File: config.mk
export PLATFORM = sky130hd
export DESIGN_NAME = fxflags_unit
export DESIGN_NICKNAME = d
export VERILOG_FILES = /design/src/rtl/fxflags_pkg.sv /design/src/rtl/fx_eval.sv /design/src/rtl/fx_xer_unit.sv /design/src/rtl/fx_cr_unit.sv /design/src/rtl/fxflags_unit.sv
export SDC_FILE = /design/constraint.sdc
export NUM_CORES = 1
export LEC_CHECK = 0
export BUFFER_PORTS_ARGS = -buffer_cell sky130_fd_sc_hd__clkbuf_2
export CAP_MARGIN = 10
export CELL_PAD_IN_SITES_DETAIL_PLACEMENT = 1
export CELL_PAD_IN_SITES_GLOBAL_PLACEMENT = 2
export CORE_AREA = 3 3 195 102
export DETAILED_ROUTE_END_ITERATION = 10
export DIE_AREA = 0 0 198 105
export GPL_TIMING_DRIVEN = 0
export PLACE_DENSITY_LB_ADDON = 0.1
export SYNTH_ARGS = -nofsm -noshare
export SYNTH_HDL_FRONTEND = slang
export SYNTH_HIERARCHICAL = 1
export SYNTH_SLANG_ARGS = --single-unit
File: constraint.sdc
create_clock -name clk -period 2.1 [get_ports clk]
set_clock_uncertainty 0.05 [all_clocks]
set_input_delay 0.315 -clock clk [delete_from_list [all_inputs] [get_ports clk]]
set_output_delay 0.315 -clock clk [all_outputs]
set_load 0.005 [all_outputs]
File: src/rtl/fxflags_pkg.sv
package fxflags_pkg;
  typedef enum logic [2:0] {
    FX_PLAIN = 3'd0,
    FX_ARITH = 3'd1,
    FX_CARRY = 3'd2,
    FX_SRA   = 3'd3,
    FX_CMPS  = 3'd4,
    FX_CMPU  = 3'd5,
    FX_XFER  = 3'd6
  } fx_kind_e;

  localparam int FX_NIB = 4;

  function automatic logic [FX_NIB-1:0] fx_pack(input logic lt, input logic gt,
                                                input logic eq, input logic so);
    return {lt, gt, eq, so};
  endfunction
endpackage

File: src/rtl/fx_eval.sv
module fx_eval #(
  parameter int DW = 32
) (
  input  logic [DW-1:0] res,
  input  logic [DW-1:0] opa,
  input  logic [DW-1:0] opb,
  input  logic          is_unsigned,
  input  logic          so_rec,
  input  logic          so_cmp,
  output logic [3:0]    rec_nib,
  output logic [3:0]    cmp_nib
);
  import fxflags_pkg::*;

  logic r_neg, r_zero;
  logic c_lt, c_eq;

  always_comb begin
    r_neg   = res[DW-1];
    r_zero  = (res == '0);
    rec_nib = fx_pack(r_neg, !r_neg && !r_zero, r_zero, so_rec);
  end

  always_comb begin
    c_eq = (opa == opb);
    if (is_unsigned) c_lt = (opa < opb);
    else             c_lt = ($signed(opa) < $signed(opb));
    cmp_nib = fx_pack(c_lt, !c_lt && !c_eq, c_eq, so_cmp);
  end
endmodule

File: src/rtl/fx_xer_unit.sv
module fx_xer_unit #(
  parameter int DW  = 32,
  parameter int BCW = 7
) (
  input  logic          clk,
  input  logic          rst_n,
  input  logic          ev_valid,
  input  logic [2:0]    ev_kind,
  input  logic          ev_oe,
  input  logic          ev_cout,
  input  logic          ev_cin_msb,
  input  logic          ev_res_msb,
  input  logic          ev_lost_any,
  input  logic          wr_en,
  input  logic [DW-1:0] wr_data,
  output logic          so_now,
  output logic          so_after,
  output logic [3:0]    top_nib,
  output logic [DW-1:0] xer_value
);
  import fxflags_pkg::*;

  localparam int RSV = DW - 3 - BCW;

  fx_kind_e kind;
  logic so_q, ov_q, ca_q;
  logic [BCW-1:0] bc_q;
  logic ov_upd, ov_val, ca_upd, ca_val, xfer;
  logic so_ev, ov_ev, ca_ev;

  always_comb begin
    kind   = fx_kind_e'(ev_kind);
    ov_upd = ev_valid && ev_oe && (kind == FX_ARITH || kind == FX_CARRY);
    ov_val = ev_cout ^ ev_cin_msb;
    ca_upd = ev_valid && (kind == FX_CARRY || kind == FX_SRA);
    ca_val = (kind == FX_SRA) ? (ev_res_msb && ev_lost_any) : ev_cout;
    xfer   = ev_valid && (kind == FX_XFER);
    so_ev  = xfer ? 1'b0 : (so_q || (ov_upd && ov_val));
    ov_ev  = xfer ? 1'b0 : (ov_upd ? ov_val : ov_q);
    ca_ev  = xfer ? 1'b0 : (ca_upd ? ca_val : ca_q);
  end

  always_ff @(posedge clk or negedge rst_n) begin
    if (!rst_n) begin
      so_q <= 1'b0;
      ov_q <= 1'b0;
      ca_q <= 1'b0;
      bc_q <= '0;
    end else if (wr_en) begin
      so_q <= wr_data[DW-1];
      ov_q <= wr_data[DW-2];
      ca_q <= wr_data[DW-3];
      bc_q <= wr_data[BCW-1:0];
    end else begin
      so_q <= so_ev;
      ov_q <= ov_ev;
      ca_q <= ca_ev;
    end
  end

  assign so_now    = so_q;
  assign so_after  = so_ev;
  assign top_nib   = {so_q, ov_q, ca_q, 1'b0};
  assign xer_value = {so_q, ov_q, ca_q, {RSV{1'b0}}, bc_q};

  p_so_sticky_r4: assert property (@(posedge clk) disable iff (!rst_n)
    (xer_value[DW-1] && !wr_en && !xfer) |=> xer_value[DW-1]);
  p_ov_sets_so_r4: assert property (@(posedge clk) disable iff (!rst_n)
    (!wr_en && ov_upd && ov_val) |=> (xer_value[DW-1] && xer_value[DW-2]));
  p_oe_off_keeps_ov_r3: assert property (@(posedge clk) disable iff (!rst_n)
    (!wr_en && !xfer && !ov_upd) |=> $stable(xer_value[DW-2]));
  p_xfer_clears_r9: assert property (@(posedge clk) disable iff (!rst_n)
    (!wr_en && xfer) |=> (xer_value[DW-1:DW-3] == 3'b000 && $stable(xer_value[BCW-1:0])));
  p_cmp_keeps_xer_r7: assert property (@(posedge clk) disable iff (!rst_n)
    (!wr_en && ev_valid && (kind == FX_CMPS || kind == FX_CMPU)) |=> $stable(xer_value));
endmodule

File: src/rtl/fx_cr_unit.sv
module fx_cr_unit #(
  parameter int NFIELD = 8,
  localparam int FIW   = $clog2(NFIELD),
  localparam int CRW   = 4 * NFIELD
) (
  input  logic              clk,
  input  logic              rst_n,
  input  logic              ev_valid,
  input  logic [2:0]        ev_kind,
  input  logic [FIW-1:0]    ev_field,
  input  logic              ev_rc,
  input  logic [3:0]        rec_nib,
  input  logic [3:0]        cmp_nib,
  input  logic [3:0]        xfer_nib,
  input  logic              wr_en,
  input  logic [NFIELD-1:0] wr_mask,
  input  logic [CRW-1:0]    wr_data,
  output logic [CRW-1:0]    cr_value
);
  import fxflags_pkg::*;

  fx_kind_e kind;
  logic [3:0] ev_nib;
  logic [FIW-1:0] tgt;
  logic hit;
  logic [3:0] fld [NFIELD];

  always_comb begin
    kind = fx_kind_e'(ev_kind);
    case (kind)
      FX_CMPS, FX_CMPU: begin ev_nib = cmp_nib;  tgt = ev_field; hit = ev_valid; end
      FX_XFER:          begin ev_nib = xfer_nib; tgt = ev_field; hit = ev_valid; end
      FX_PLAIN, FX_ARITH, FX_CARRY, FX_SRA:
                        begin ev_nib = rec_nib;  tgt = '0;       hit = ev_valid && ev_rc; end
      default:          begin ev_nib = rec_nib;  tgt = '0;       hit = 1'b0; end
    endcase
  end

  for (genvar g = 0; g < NFIELD; g++) begin : g_fld
    always_ff @(posedge clk or negedge rst_n) begin
      if (!rst_n)                         fld[g] <= 4'd0;
      else if (wr_en && wr_mask[g])       fld[g] <= wr_data[(NFIELD-1-g)*4 +: 4];
      else if (hit && tgt == FIW'(g))     fld[g] <= ev_nib;
    end
    assign cr_value[(NFIELD-1-g)*4 +: 4] = fld[g];
  end

  p_rec_onehot_r2: assert property (@(posedge clk) disable iff (!rst_n)
    (hit && !(kind == FX_CMPS || kind == FX_CMPU || kind == FX_XFER) && !(wr_en && wr_mask[0]))
    |=> ($countones(cr_value[CRW-1 -: 3]) == 1));
  p_idle_cr_r12: assert property (@(posedge clk) disable iff (!rst_n)
    (!ev_valid && !wr_en) |=> $stable(cr_value));
  p_norec_cr_r2: assert property (@(posedge clk) disable iff (!rst_n)
    (ev_valid && !ev_rc && (kind == FX_PLAIN || kind == FX_ARITH) && !wr_en) |=> $stable(cr_value));
endmodule

File: src/rtl/fxflags_unit.sv
module fxflags_unit #(
  parameter int DW     = 32,
  parameter int NFIELD = 8,
  parameter int BCW    = 7,
  localparam int FIW   = $clog2(NFIELD),
  localparam int CRW   = 4 * NFIELD
) (
  input  logic              clk,
  input  logic              rst_n,
  input  logic              ev_valid,
  input  logic [2:0]        ev_kind,
  input  logic [DW-1:0]     ev_result,
  input  logic [DW-1:0]     ev_opa,
  input  logic [DW-1:0]     ev_opb,
  input  logic              ev_cout,
  input  logic              ev_cin_msb,
  input  logic [DW-1:0]     ev_lost,
  input  logic              ev_oe,
  input  logic              ev_rc,
  input  logic [FIW-1:0]    ev_field,
  input  logic              wr_xer_en,
  input  logic [DW-1:0]     wr_xer_data,
  input  logic              wr_cr_en,
  input  logic [NFIELD-1:0] wr_cr_mask,
  input  logic [CRW-1:0]    wr_cr_data,
  output logic [CRW-1:0]    cr_value,
  output logic [DW-1:0]     xer_value
);
  import fxflags_pkg::*;

  logic so_now, so_after;
  logic [3:0] top_nib, rec_nib, cmp_nib;

  fx_xer_unit #(.DW(DW), .BCW(BCW)) u_xer (
    .clk(clk), .rst_n(rst_n), .ev_valid(ev_valid), .ev_kind(ev_kind),
    .ev_oe(ev_oe), .ev_cout(ev_cout), .ev_cin_msb(ev_cin_msb),
    .ev_res_msb(ev_result[DW-1]), .ev_lost_any(|ev_lost),
    .wr_en(wr_xer_en), .wr_data(wr_xer_data),
    .so_now(so_now), .so_after(so_after), .top_nib(top_nib), .xer_value(xer_value)
  );

  fx_eval #(.DW(DW)) u_eval (
    .res(ev_result), .opa(ev_opa), .opb(ev_opb),
    .is_unsigned(ev_kind == 3'(FX_CMPU)),
    .so_rec(so_after), .so_cmp(so_now),
    .rec_nib(rec_nib), .cmp_nib(cmp_nib)
  );

  fx_cr_unit #(.NFIELD(NFIELD)) u_cr (
    .clk(clk), .rst_n(rst_n), .ev_valid(ev_valid), .ev_kind(ev_kind),
    .ev_field(ev_field), .ev_rc(ev_rc), .rec_nib(rec_nib), .cmp_nib(cmp_nib),
    .xfer_nib(top_nib), .wr_en(wr_cr_en), .wr_mask(wr_cr_mask), .wr_data(wr_cr_data),
    .cr_value(cr_value)
  );

  p_idle_xer_r12: assert property (@(posedge clk) disable iff (!rst_n)
    (!ev_valid && !wr_xer_en) |=> $stable(xer_value));
endmodule

==> run metrics <==
Tmin final=2.376 ns; post-synthesis cell area=3611 sq um; cell mode on critical path=o31ai_2; largest net degree at the start of global routing=43; R2R setup slack=0.21 ns; Post-Synthesis Cells=422; Comb power frac=36.7%; Final WS setup=-0.2761 ns; CP delay by family, top=compound AO/OA/AOI/OAI gates; Crit path required time=2.24 ns; YS warnings=6; most frequent cells in the layout=clkbuf_2, dfrtp_1, nand2_1, buf_4, a31oi_1; Final Util=32.18%; post-place setup slack=-0.8758 ns; fin crit share=113.1%; slew at the pin closest to its max-slew limit=0.9873 ns; DR iter-0 viols=120; ant diodes=0; CTS Buffer Depth=2; First-pass DRT Iterations=4; initial core utilization=19.82%; Synth Flop Type=dfrtp_1; Overflow after GRT=0; max-slew violations=0; crit path cell chain=clkbuf_2 > ha_4 > a21oi_2 > o21ai_2 > a221o_1 > o31ai_2 > o211ai_2 > mux2i_2 > o22a_4 > nand2_4 > o31ai_2; Syn-to-layout area delta=62.34%; Hold Crit Class=input port to flip-flop; Finished Layout Cells=932; Peak VDD IR=327.0 uV; status=finished with violations; Die Ht=105 um; Async SR Flop Fraction=100.0%; failing checks=negative setup slack; cell taking the most area after synthesis=dfrtp_1; Die X=198 um; final setup violation count=16; initial antenna violation count=0; Slew HR=33.74%; DP Area=5315 sq um; DP Cell Count=917; Layout Nets=938; crit start category=input port; Routed Antenna Nets=0; Synth top area share=29.11%; Sw Pwr=0.0008831 W; routability congestion estimate=0.7335; clk_lat worst skew=0.27 ns; Pwr Density=470.8 nW/um^2; CP Class=input port to flip-flop; cell row count=35; DP HPWL=12560 um; post-synthesis cell type count=55; critical path's slowest cell=a221o_1; CTS root buf=clkbuf_16; Post-synth EDFFs=0; RSZ-0062 raised after global routing=true; CTS tree=done; Die ar.=20790 sq um; CORE AREA=18220 sq um; number of global-route vias before repair=4310; Internal Dissipation=0.001876 W; Clock power frac=27.7%; Synth Area per Inst=8.557 sq um; Max FO, Critical Path=6; htree depth=2; DRC Markers=0; Worst path max stage delay=0.35 ns; io pins=279; fmax=420.9 MHz; setup total negative slack=-3.287 ns; most common cell after layout, fill and taps aside=clkbuf_2; Reg clk slew, reported paths=0.06 ns; CP Data Arrival Time=2.51 ns; Detailed Route WL=14880 um; Final Hold Fails=0; sequential area share after synthesis=29.11%; part of the power in registers=35.6%; vias=4028; Final Cell Area=5862 sq um; CTS buffer count=5; leakage=3.000 nW; CP Capture Type=flip-flop; synth top area cells=dfrtp_1, ha_1, buf_4; max_cap viols=0; Avg WL per Cell=15.96 um; clock sink total=42; CP bufs+invs=1; GRT Total Usage=13.68%; switching portion of total power=32.00%; Synth Register Bits=42; PortBufs=233; mean number of vias per cell=4.322; share of cells above drive strength 1=54.62%; first-pass GRT wire length=22930 um
==> synth_stat cells, types with 2 or more instances <==
library cell / instances
o22a_4: 3
nor4_1: 16
nand2b_2: 2
nor3b_1: 4
ha_1: 32
o31ai_1: 13
o21ai_2: 3
dfrtp_1: 42
buf_6: 2
inv_1: 34
nand4_1: 8
a31oi_1: 34
nor2b_1: 7
a21o_1: 4
buf_2: 2
and4_1: 3
nor2_1: 27
nand3_1: 29
mux2_2: 7
and3_1: 18
and2_1: 3
a221o_1: 2
xor2_1: 3
buf_4: 35
clkbuf_1: 2
nand2_1: 44
and3b_1: 3
a21oi_1: 8
o21ai_0: 6
==> metrics by stage <==
stage          total power, W  hold slack [ns]
6_report             0.002760           0.2072
5_1_grt              0.002963           0.2043
4_1_cts              0.002741           0.2047
3_5_place_dp         0.001922           0.4446
3_3_place_gp         0.001909           0.4407
2_1_floorplan        0.001446         -0.03059
==> cell type report <==
class / count / area, sq um
Timing Repair Buffer: 242 / 1320
Fill cell: 2204 / 12360
Tap cell: 240 / 300.3
Multi-Input combinational cell: 327 / 2615
Clock buffer: 6 / 128.9
Inverter: 34 / 145.1
Sequential cell: 42 / 1051
Clock inverter: 2 / 13.76
Buffer: 39 / 287.8
==> sequential cells by signal, indices dropped and copies added (netlist names) <==
register / flops
u_cr/cr_value: 32
u_xer/bc_q: 7
u_xer/ca_q: 1
u_xer/ov_q: 1
u_xer/so_now: 1
==> cell families (layout without fill, tap and decap cells) <==
logic type	after synthesis	count (layout)	share of synthesized area, %
multiplexers	8	8	2.460
AND/OR/NAND/NOR	174	174	26.34
other	1	23	0.1039
buffers and inverters	75	323	11.92
adder cells (fa/ha/maj)	32	32	11.09
AO/OA/AOI/OAI	87	87	18.26
flip-flops	42	42	29.11
XOR/XNOR	3	3	0.7278
==> per-layer routing <==
metal | share of wire [%] | vias to the layer above | routed length, um | track usage (%)
li1 | - | 2036 | - | -
met1 | 45 | 1880 | 6630 | 17.58
met2 | 48 | 108 | 7155 | 23.44
met3 | 7.0 | 4 | 1036 | 4.059
met4 | 0.35 | 0 | 52 | 1.514
met5 | 0 | - | 0 | 0
==> worst reg2reg max path: stages (launching register included) <==
cell and delay [ns]:
dfrtp_1 0.41, buf_4 0.13, nor3b_1 0.04, o21ai_1 0.76, nand2_4 0.16, o31ai_2 0.27
==> final timing paths <==
check | end | cells after the start | start
min | u_xer/ov_q | 3 | wr_xer_data[30]
max reg2reg | u_cr/cr_value[31] | 5 | u_xer/so_now
min reg2reg | u_xer/bc_q[4] | 1 | u_xer/bc_q[4]
min in group asynchronous | u_cr/cr_value[27] | 2 | rst_n
max | u_cr/cr_value[30] | 11 | ev_opa[7]
max in group asynchronous | u_cr/cr_value[6] | 3 | rst_n
==> power by group through the flow <==
stage / logic (W) / registers, W / clock network, W
global route: 0.00113 / 0.000995 / 0.000837
finish: 0.00101 / 0.000981 / 0.000766
floorplan: 0.000452 / 0.000994 / 0
CTS: 0.000963 / 0.000984 / 0.000794
detailed placement: 0.000925 / 0.000998 / 0
global placement: 0.000912 / 0.000996 / 0
==> what timing repair did <==
item | in CTS | in global routing
cloned | 0 | 0
resized for setup | 26 | 46
hold endpoints to repair | 0 | 10
hold buffers | 0 | 1
setup endpoints to repair | 19 | 27
setup buffers | 7 | 2
pin swaps | 39 | 32
No activity file was read; power rests on OpenSTA's default activity.
